--- config.mk ---
export PLATFORM = sky130hd
export DESIGN_NAME = cbt_bit_timer
export DESIGN_NICKNAME = d
export VERILOG_FILES = /design/src/rtl/cbt_pkg.sv /design/src/rtl/cbt_cfg_regs.sv /design/src/rtl/cbt_prescaler.sv /design/src/rtl/cbt_rx_edge.sv /design/src/rtl/cbt_bit_fsm.sv /design/src/rtl/cbt_bit_timer.sv
export SDC_FILE = /design/constraint.sdc
export NUM_CORES = 1
export LEC_CHECK = 0
export BUFFER_PORTS_ARGS = -buffer_cell sky130_fd_sc_hd__buf_2
export CORE_MARGIN = 4
export CORE_UTILIZATION = 40
export CTS_CLUSTER_SIZE = 25
export DETAILED_ROUTE_END_ITERATION = 10
export PLACE_DENSITY = 0.65
export SYNTH_ARGS = -nofsm -noshare
export SYNTH_HDL_FRONTEND = slang
export SYNTH_SLANG_ARGS = --single-unit
export TNS_END_PERCENT = 100
--- constraint.sdc ---
create_clock -name clk -period 5.1 [get_ports clk]
set_input_delay 0.255 -clock clk [delete_from_list [all_inputs] [get_ports clk]]
set_output_delay 0.255 -clock clk [all_outputs]
set_load 0.01 [all_outputs]
--- src/rtl/cbt_pkg.sv ---
package cbt_pkg;
  localparam int REG_W     = 16;
  localparam int BRP_LO_W  = 6;
  localparam int BRP_HI_W  = 4;
  localparam int BRP_W     = BRP_LO_W + BRP_HI_W;
  localparam int SJW_W     = 2;
  localparam int TS1_W     = 4;
  localparam int TS2_W     = 3;
  localparam int SJW_Q_W   = SJW_W + 1;
  localparam int LEN1_W    = TS1_W + 1;
  localparam int LEN2_W    = TS2_W + 1;
  localparam int QC_W      = LEN1_W;

  localparam logic ADDR_TIMING = 1'b0;
  localparam logic ADDR_EXT    = 1'b1;

  typedef struct packed {
    logic             spare;
    logic [TS2_W-1:0] tseg2;
    logic [TS1_W-1:0] tseg1;
    logic [SJW_W-1:0] sjw;
    logic [BRP_LO_W-1:0] brp_lo;
  } timing_reg_t;

  typedef enum logic [1:0] {
    SEG_SYNC = 2'd0,
    SEG_PH1  = 2'd1,
    SEG_PH2  = 2'd2
  } seg_e;
endpackage

--- src/rtl/cbt_cfg_regs.sv ---
module cbt_cfg_regs
  import cbt_pkg::*;
#(
  parameter logic [REG_W-1:0]    TIMING_RST = 16'h2301,
  parameter logic [BRP_HI_W-1:0] EXT_RST    = '0
) (
  input  logic                  clk,
  input  logic                  rst_n,
  input  logic                  wr_en,
  input  logic                  wr_addr,
  input  logic [REG_W-1:0]      wr_data,
  input  logic                  init_bit,
  input  logic                  cfg_en_bit,
  output timing_reg_t           timing_q,
  output logic [BRP_HI_W-1:0]   ext_q,
  output logic [BRP_W-1:0]      presc,
  output logic [SJW_Q_W-1:0]    jump_q,
  output logic [LEN1_W-1:0]     len1,
  output logic [LEN2_W-1:0]     len2
);
  logic wr_ok;
  assign wr_ok = wr_en & init_bit & cfg_en_bit;

  always_ff @(posedge clk or negedge rst_n) begin
    if (!rst_n) begin
      timing_q <= timing_reg_t'(TIMING_RST);
      ext_q    <= EXT_RST;
    end else if (wr_ok) begin
      if (wr_addr == ADDR_TIMING) timing_q <= timing_reg_t'(wr_data);
      else                        ext_q    <= wr_data[BRP_HI_W-1:0];
    end
  end

  // stored fields are value-minus-one; segment one is floored at 2 quanta
  assign presc  = {ext_q, timing_q.brp_lo};
  assign jump_q = {1'b0, timing_q.sjw} + SJW_Q_W'(1);
  assign len1   = (timing_q.tseg1 == '0) ? LEN1_W'(2)
                                         : {1'b0, timing_q.tseg1} + LEN1_W'(1);
  assign len2   = {1'b0, timing_q.tseg2} + LEN2_W'(1);
endmodule

--- src/rtl/cbt_prescaler.sv ---
module cbt_prescaler
  import cbt_pkg::*;
(
  input  logic             clk,
  input  logic             rst_n,
  input  logic             run,
  input  logic             clr,
  input  logic [BRP_W-1:0] presc,
  output logic             tick
);
  logic [BRP_W-1:0] cnt;

  assign tick = run & (cnt == presc);

  always_ff @(posedge clk or negedge rst_n) begin
    if (!rst_n)                    cnt <= '0;
    else if (!run || clr)          cnt <= '0;
    else if (cnt >= presc)         cnt <= '0;
    else                           cnt <= cnt + BRP_W'(1);
  end
endmodule

--- src/rtl/cbt_rx_edge.sv ---
module cbt_rx_edge (
  input  logic clk,
  input  logic rst_n,
  input  logic rx_in,
  output logic rx_lvl,
  output logic fall
);
  logic rx_prev;

  always_ff @(posedge clk or negedge rst_n) begin
    if (!rst_n) begin
      rx_lvl  <= 1'b1;
      rx_prev <= 1'b1;
    end else begin
      rx_lvl  <= rx_in;
      rx_prev <= rx_lvl;
    end
  end

  assign fall = rx_prev & ~rx_lvl;
endmodule

--- src/rtl/cbt_bit_fsm.sv ---
module cbt_bit_fsm
  import cbt_pkg::*;
#(
  parameter int IDLE_BITS = 11
) (
  input  logic               clk,
  input  logic               rst_n,
  input  logic               run,
  input  logic               tick,
  input  logic               fall,
  input  logic               rx_lvl,
  input  logic [SJW_Q_W-1:0] jump_q,
  input  logic [LEN1_W-1:0]  len1,
  input  logic [LEN2_W-1:0]  len2,
  output logic               presc_clr,
  output logic               sample_stb,
  output logic               sample_bit,
  output logic               bit_start,
  output logic               idle
);
  localparam int IDLE_W = $clog2(IDLE_BITS + 1);

  seg_e               seg;
  logic [QC_W-1:0]    qcnt;
  logic [SJW_Q_W-1:0] stretch;
  logic               shrink;
  logic               synced;
  logic [IDLE_W-1:0]  rec_cnt;

  logic              hard, resync, cut;
  logic [QC_W-1:0]   len1_eff, len2_eff, late, remain;
  logic [SJW_Q_W-1:0] stretch_n;

  assign len1_eff  = QC_W'(len1) + QC_W'(stretch);
  assign len2_eff  = shrink ? QC_W'(len2) - QC_W'(jump_q) : QC_W'(len2);
  assign late      = qcnt + QC_W'(1);
  assign stretch_n = (late < QC_W'(jump_q)) ? late[SJW_Q_W-1:0] : jump_q;
  assign remain    = QC_W'(len2) - qcnt;
  assign cut       = (remain <= QC_W'(jump_q));

  assign hard      = run & fall & idle;
  assign resync    = run & fall & ~idle & ~synced;
  assign presc_clr = hard | (resync & (seg == SEG_PH2) & cut);

  always_ff @(posedge clk or negedge rst_n) begin
    if (!rst_n) begin
      seg <= SEG_SYNC; qcnt <= '0; stretch <= '0; shrink <= 1'b0;
      synced <= 1'b0; idle <= 1'b1; rec_cnt <= '0;
      sample_stb <= 1'b0; sample_bit <= 1'b1; bit_start <= 1'b0;
    end else if (!run) begin
      seg <= SEG_SYNC; qcnt <= '0; stretch <= '0; shrink <= 1'b0;
      synced <= 1'b0; idle <= 1'b1; rec_cnt <= '0;
      sample_stb <= 1'b0; bit_start <= 1'b0;
    end else begin
      sample_stb <= 1'b0;
      bit_start  <= 1'b0;
      if (presc_clr) begin
        // restart the bit at the edge
        seg <= SEG_SYNC; qcnt <= '0; stretch <= '0; shrink <= 1'b0;
        synced    <= 1'b1;
        bit_start <= 1'b1;
        if (hard) begin
          idle    <= 1'b0;
          rec_cnt <= '0;
        end
      end else begin
        if (resync && seg == SEG_PH1) begin
          stretch <= stretch_n;
          synced  <= 1'b1;
        end
        if (resync && seg == SEG_PH2) begin
          shrink <= 1'b1;
          synced <= 1'b1;
        end
        if (tick) begin
          unique case (seg)
            SEG_SYNC: begin
              seg  <= SEG_PH1;
              qcnt <= '0;
            end
            SEG_PH1: begin
              if (qcnt >= len1_eff - QC_W'(1)) begin
                seg        <= SEG_PH2;
                qcnt       <= '0;
                sample_stb <= 1'b1;
                sample_bit <= rx_lvl;
                if (rx_lvl) begin
                  if (int'(rec_cnt) >= IDLE_BITS - 1) idle <= 1'b1;
                  else rec_cnt <= rec_cnt + IDLE_W'(1);
                end else begin
                  rec_cnt <= '0;
                end
              end else begin
                qcnt <= qcnt + QC_W'(1);
              end
            end
            SEG_PH2: begin
              if (qcnt >= len2_eff - QC_W'(1)) begin
                seg       <= SEG_SYNC;
                qcnt      <= '0;
                stretch   <= '0;
                shrink    <= 1'b0;
                synced    <= 1'b0;
                bit_start <= 1'b1;
              end else begin
                qcnt <= qcnt + QC_W'(1);
              end
            end
            default: seg <= SEG_SYNC;
          endcase
        end
      end
    end
  end
endmodule

--- src/rtl/cbt_bit_timer.sv ---
module cbt_bit_timer
  import cbt_pkg::*;
#(
  parameter int                  IDLE_BITS  = 11,
  parameter logic [REG_W-1:0]    TIMING_RST = 16'h2301,
  parameter logic [BRP_HI_W-1:0] EXT_RST    = '0
) (
  input  logic             clk,
  input  logic             rst_n,
  input  logic             wr_en,
  input  logic             wr_addr,
  input  logic [REG_W-1:0] wr_data,
  input  logic             init_bit,
  input  logic             cfg_en_bit,
  input  logic             rx_in,
  output logic             tq_tick,
  output logic             sample_stb,
  output logic             sample_bit,
  output logic             bit_start
);
  timing_reg_t          timing_val;
  logic [BRP_HI_W-1:0]  ext_val;
  logic [BRP_W-1:0]     presc;
  logic [SJW_Q_W-1:0]   jump_q;
  logic [LEN1_W-1:0]    len1;
  logic [LEN2_W-1:0]    len2;
  logic                 run, presc_clr, rx_lvl, fall_w, idle_w;

  assign run = ~init_bit;

  cbt_cfg_regs #(.TIMING_RST(TIMING_RST), .EXT_RST(EXT_RST)) u_cfg (
    .clk(clk), .rst_n(rst_n), .wr_en(wr_en), .wr_addr(wr_addr),
    .wr_data(wr_data), .init_bit(init_bit), .cfg_en_bit(cfg_en_bit),
    .timing_q(timing_val), .ext_q(ext_val), .presc(presc),
    .jump_q(jump_q), .len1(len1), .len2(len2)
  );

  cbt_prescaler u_presc (
    .clk(clk), .rst_n(rst_n), .run(run), .clr(presc_clr),
    .presc(presc), .tick(tq_tick)
  );

  cbt_rx_edge u_edge (
    .clk(clk), .rst_n(rst_n), .rx_in(rx_in), .rx_lvl(rx_lvl), .fall(fall_w)
  );

  cbt_bit_fsm #(.IDLE_BITS(IDLE_BITS)) u_fsm (
    .clk(clk), .rst_n(rst_n), .run(run), .tick(tq_tick), .fall(fall_w),
    .rx_lvl(rx_lvl), .jump_q(jump_q), .len1(len1), .len2(len2),
    .presc_clr(presc_clr), .sample_stb(sample_stb), .sample_bit(sample_bit),
    .bit_start(bit_start), .idle(idle_w)
  );
endmodule

==> results.md <==
- Clock slew at reported path FFs: 0.09 ns
- Clk_lat worst skew: 0.31 ns
- CTS resizes: 0
- Cell taking the most area after synthesis: dfrtp_1
- CP Max Fanout: 6
- Synth top area share: 29.6%
- Max-capacitance violation count: 0
- Row count: 34
- Root buffer cell: clkbuf_8
- Setup TNS: 0 ns
- Number of port buffers: 25
- Pin count of the biggest net entering global routing: 52
- Vias in the first global route: 2,741
- Worst setup EP type: register
- Max Fclk: 261 MHz
- Inserted Diodes: 0
- Synth unique cells: 54
- Final RePlAce weighted congestion: 0.866
- Ranking of synthesized cells by area: dfrtp_1, ha_1, mux2_2
- Nets: 474
- Yosys reg bits: 51
- Post-synth top cells: ha_1, dfrtp_1, inv_1
- Final number of max-transition violations: 0
- Filler-free cell count of the finished design: 507
- Drt via density: 5.23
- Post-synthesis simple-gate area fraction: 16.0%
- Post-route ant nets: 0
- Post-DP HPWL: 5.53 mm
- Setup crit start kind: register
- GRT Total Usage: 14.6%
- First-pass GRT wire length: 12.6 mm
- First drt pass iteration count: 4
- Leakage: 1.95 nW
- Register area share after synthesis: 35.4%
- Most common flop cell mapped by yosys: dfrtp_1
- EDFF count, synth: 0
- Final Hold Vio Count: 0
- Starting DRT DRC Count: 98
- DIE HEIGHT: 103 um
- Post-CTS Repair Setup Buffers: 0
- Yosys warns: 0
- RSZ-0062 raised after global routing: no
- Max H-tree Level: 2
- Worst Tran Pin Value: 1.00 ns
- Max-slew headroom: 32.7%
- Compound-Gate Fraction of Synth Area: 11.7%
- Syn_area_per_cell: 9.84 um^2
- CP Class: register to register
- Largest family of logic cells by synthesized area: adder cells
- Total die area: 0.0107 mm^2
- Drt total wl: 6.98 mm
- Period minus WS final: 3.83 ns
- Layout cells sized above 1: 17.0%
- Mapped cell area: 0.00363 mm^2
- Critical path required time: 5.32 ns
- GRT overflow: 0
- Period utilisation layout: 75.2%
- Status: finished clean
- Post-Synth Adder-Cell Area: 18.7%
- CTS tree: done
- Worst Skew: 0.00592 ns
- Net Count, Synth: 445
- XOR/XNOR Fraction of Synth Area: 4.82%
- WL/cell: 13.8 um
- Count leader, synth: ha_1
- Placed Instances: 499
- Die width: 103 um
- Via count: 2,654
- Residual DRC count: 0
- # setup viols final: 0
- Maximum VDD drop: 0.155 mV
- Worst hold path type: input pin to register
- Initial antenna violation count: 0
- Placeable Area: 0.00876 mm^2
- Initial Utilization: 41.4%
- CTS Buf Count: 5
- Gate count of the mapped netlist: 369
- WP data arrival: 4.06 ns
- Clock sinks: 51
- Largest buffer count on any clock path: 2
- IO Count: 27
- Multiplexer area fraction after synthesis: 8.55%
- Pwr Density: 308 mW/mm^2
- # hold bufs at CTS: 0
- Ys async rst share: 100%
- Area Overhead vs Synth: 9.17%
- WHS: 0.0385 ns
-- critical path, stage by stage, from the launching register on --
cell	delay (ns)
dfstp_2	0.58
inv_1	0.07
ha_1	0.19
nand2b_1	0.11
nor2_1	0.05
nor2_1	0.10
ha_1	0.24
inv_1	0.06
ha_1	0.16
inv_1	0.05
fa_1	0.47
ha_1	0.33
a21o_1	0.16
a311o_1	0.32
and2_1	0.16
o22ai_1	0.29
nand3_1	0.19
o221ai_1	0.23
-- placed cells by master, fill, tap and decap left out, drive strengths merged, types with 5 or more instances in the layout --
| master | instances |
|---|---|
| nor2 | 32 |
| clkbuf | 6 |
| xor2 | 10 |
| dfrtp | 43 |
| xnor2 | 10 |
| nor2b | 7 |
| nand3 | 13 |
| buf | 26 |
| nand4 | 5 |
| nor3 | 6 |
| nand2 | 13 |
| mux2 | 21 |
| ha | 51 |
| a21oi | 13 |
| o21ai | 12 |
| inv | 42 |
| a21o | 8 |
| mux2i | 7 |
| nand2b | 12 |
| dfstp | 8 |
-- power by group --
group	switching [mW]	internal [mW]
sequential	0.0345	0.449
clock	0.138	0.0963
combinational	0.264	0.240
total	0.437	0.784
-- layer usage --
metal  share of wire [%]  GRT usage, %  vias to the layer above
li1                    -             -                     1356
met1                  48          19.1                     1266
met2                  49          25.5                       26
met5                   0             0                        -
met4                0.95          3.29                        0
met3                 2.2          2.15                        6
-- final timing paths --
kind	start	endpoint	slack (ns)	cells after the start
max in group asynchronous	rst_n	u_presc.cnt[1]$_DFF_PN0_	4.63	2
min in group asynchronous	rst_n	u_fsm.rec_cnt[2]$_DFFE_PN0P_	0.05	2
setup reg to reg	u_cfg.timing_q[8]$_DFFE_PN1P_	u_fsm.qcnt[4]$_DFFE_PN0P_	1.27	17
hold / removal	rx_in	u_edge.rx_lvl$_DFF_PN1_	0.04	1
hold reg to reg	u_edge.rx_lvl$_DFF_PN1_	u_edge.rx_prev$_DFF_PN1_	0.41	0
setup / recovery	u_cfg.timing_q[8]$_DFFE_PN1P_	u_fsm.qcnt[4]$_DFFE_PN0P_	1.27	17
-- cell type report --
class,count,area (um^2)
tap,108,135
sequential,51,1290
clock inverter,2,12.5
fill,841,4800
clock buffer,6,72.6
inverter,42,158
timing repair buffer,26,133
multi-input combinational,272,2170
-- per-stage QoR --
stage	setup WS (ns)	util (%)	instance area (um^2)	power [mW]
after detailed placement	1.29	44.3	3880	0.999
final	1.27	45.2	3960	1.22
after global placement	1.34	44.3	3880	0.975
after CTS	1.26	45.2	3960	1.24
after floorplan	1.61	-	3630	0.878
after global routing	0.976	45.2	3960	1.35
-- flip-flops by register name, indices dropped and copies added, names as in the netlist, 2 cells and up --
signal and cells:
u_fsm.qcnt 5, u_fsm.stretch 3, u_presc.cnt 10, u_fsm.seg 2
u_cfg.presc 6, u_fsm.rec_cnt 4, u_cfg.timing_q 9, u_cfg.ext_q 4
-- logic make-up after synthesis --
kind of cell / after synthesis
AND/OR/NAND/NOR: 110
adder cells (fa/ha/maj): 53
buffers and inverters: 46
flip-flops: 51
multiplexers: 28
XOR/XNOR: 20
AO/OA/AOI/OAI: 61
Power figures use the tool's default switching activity.
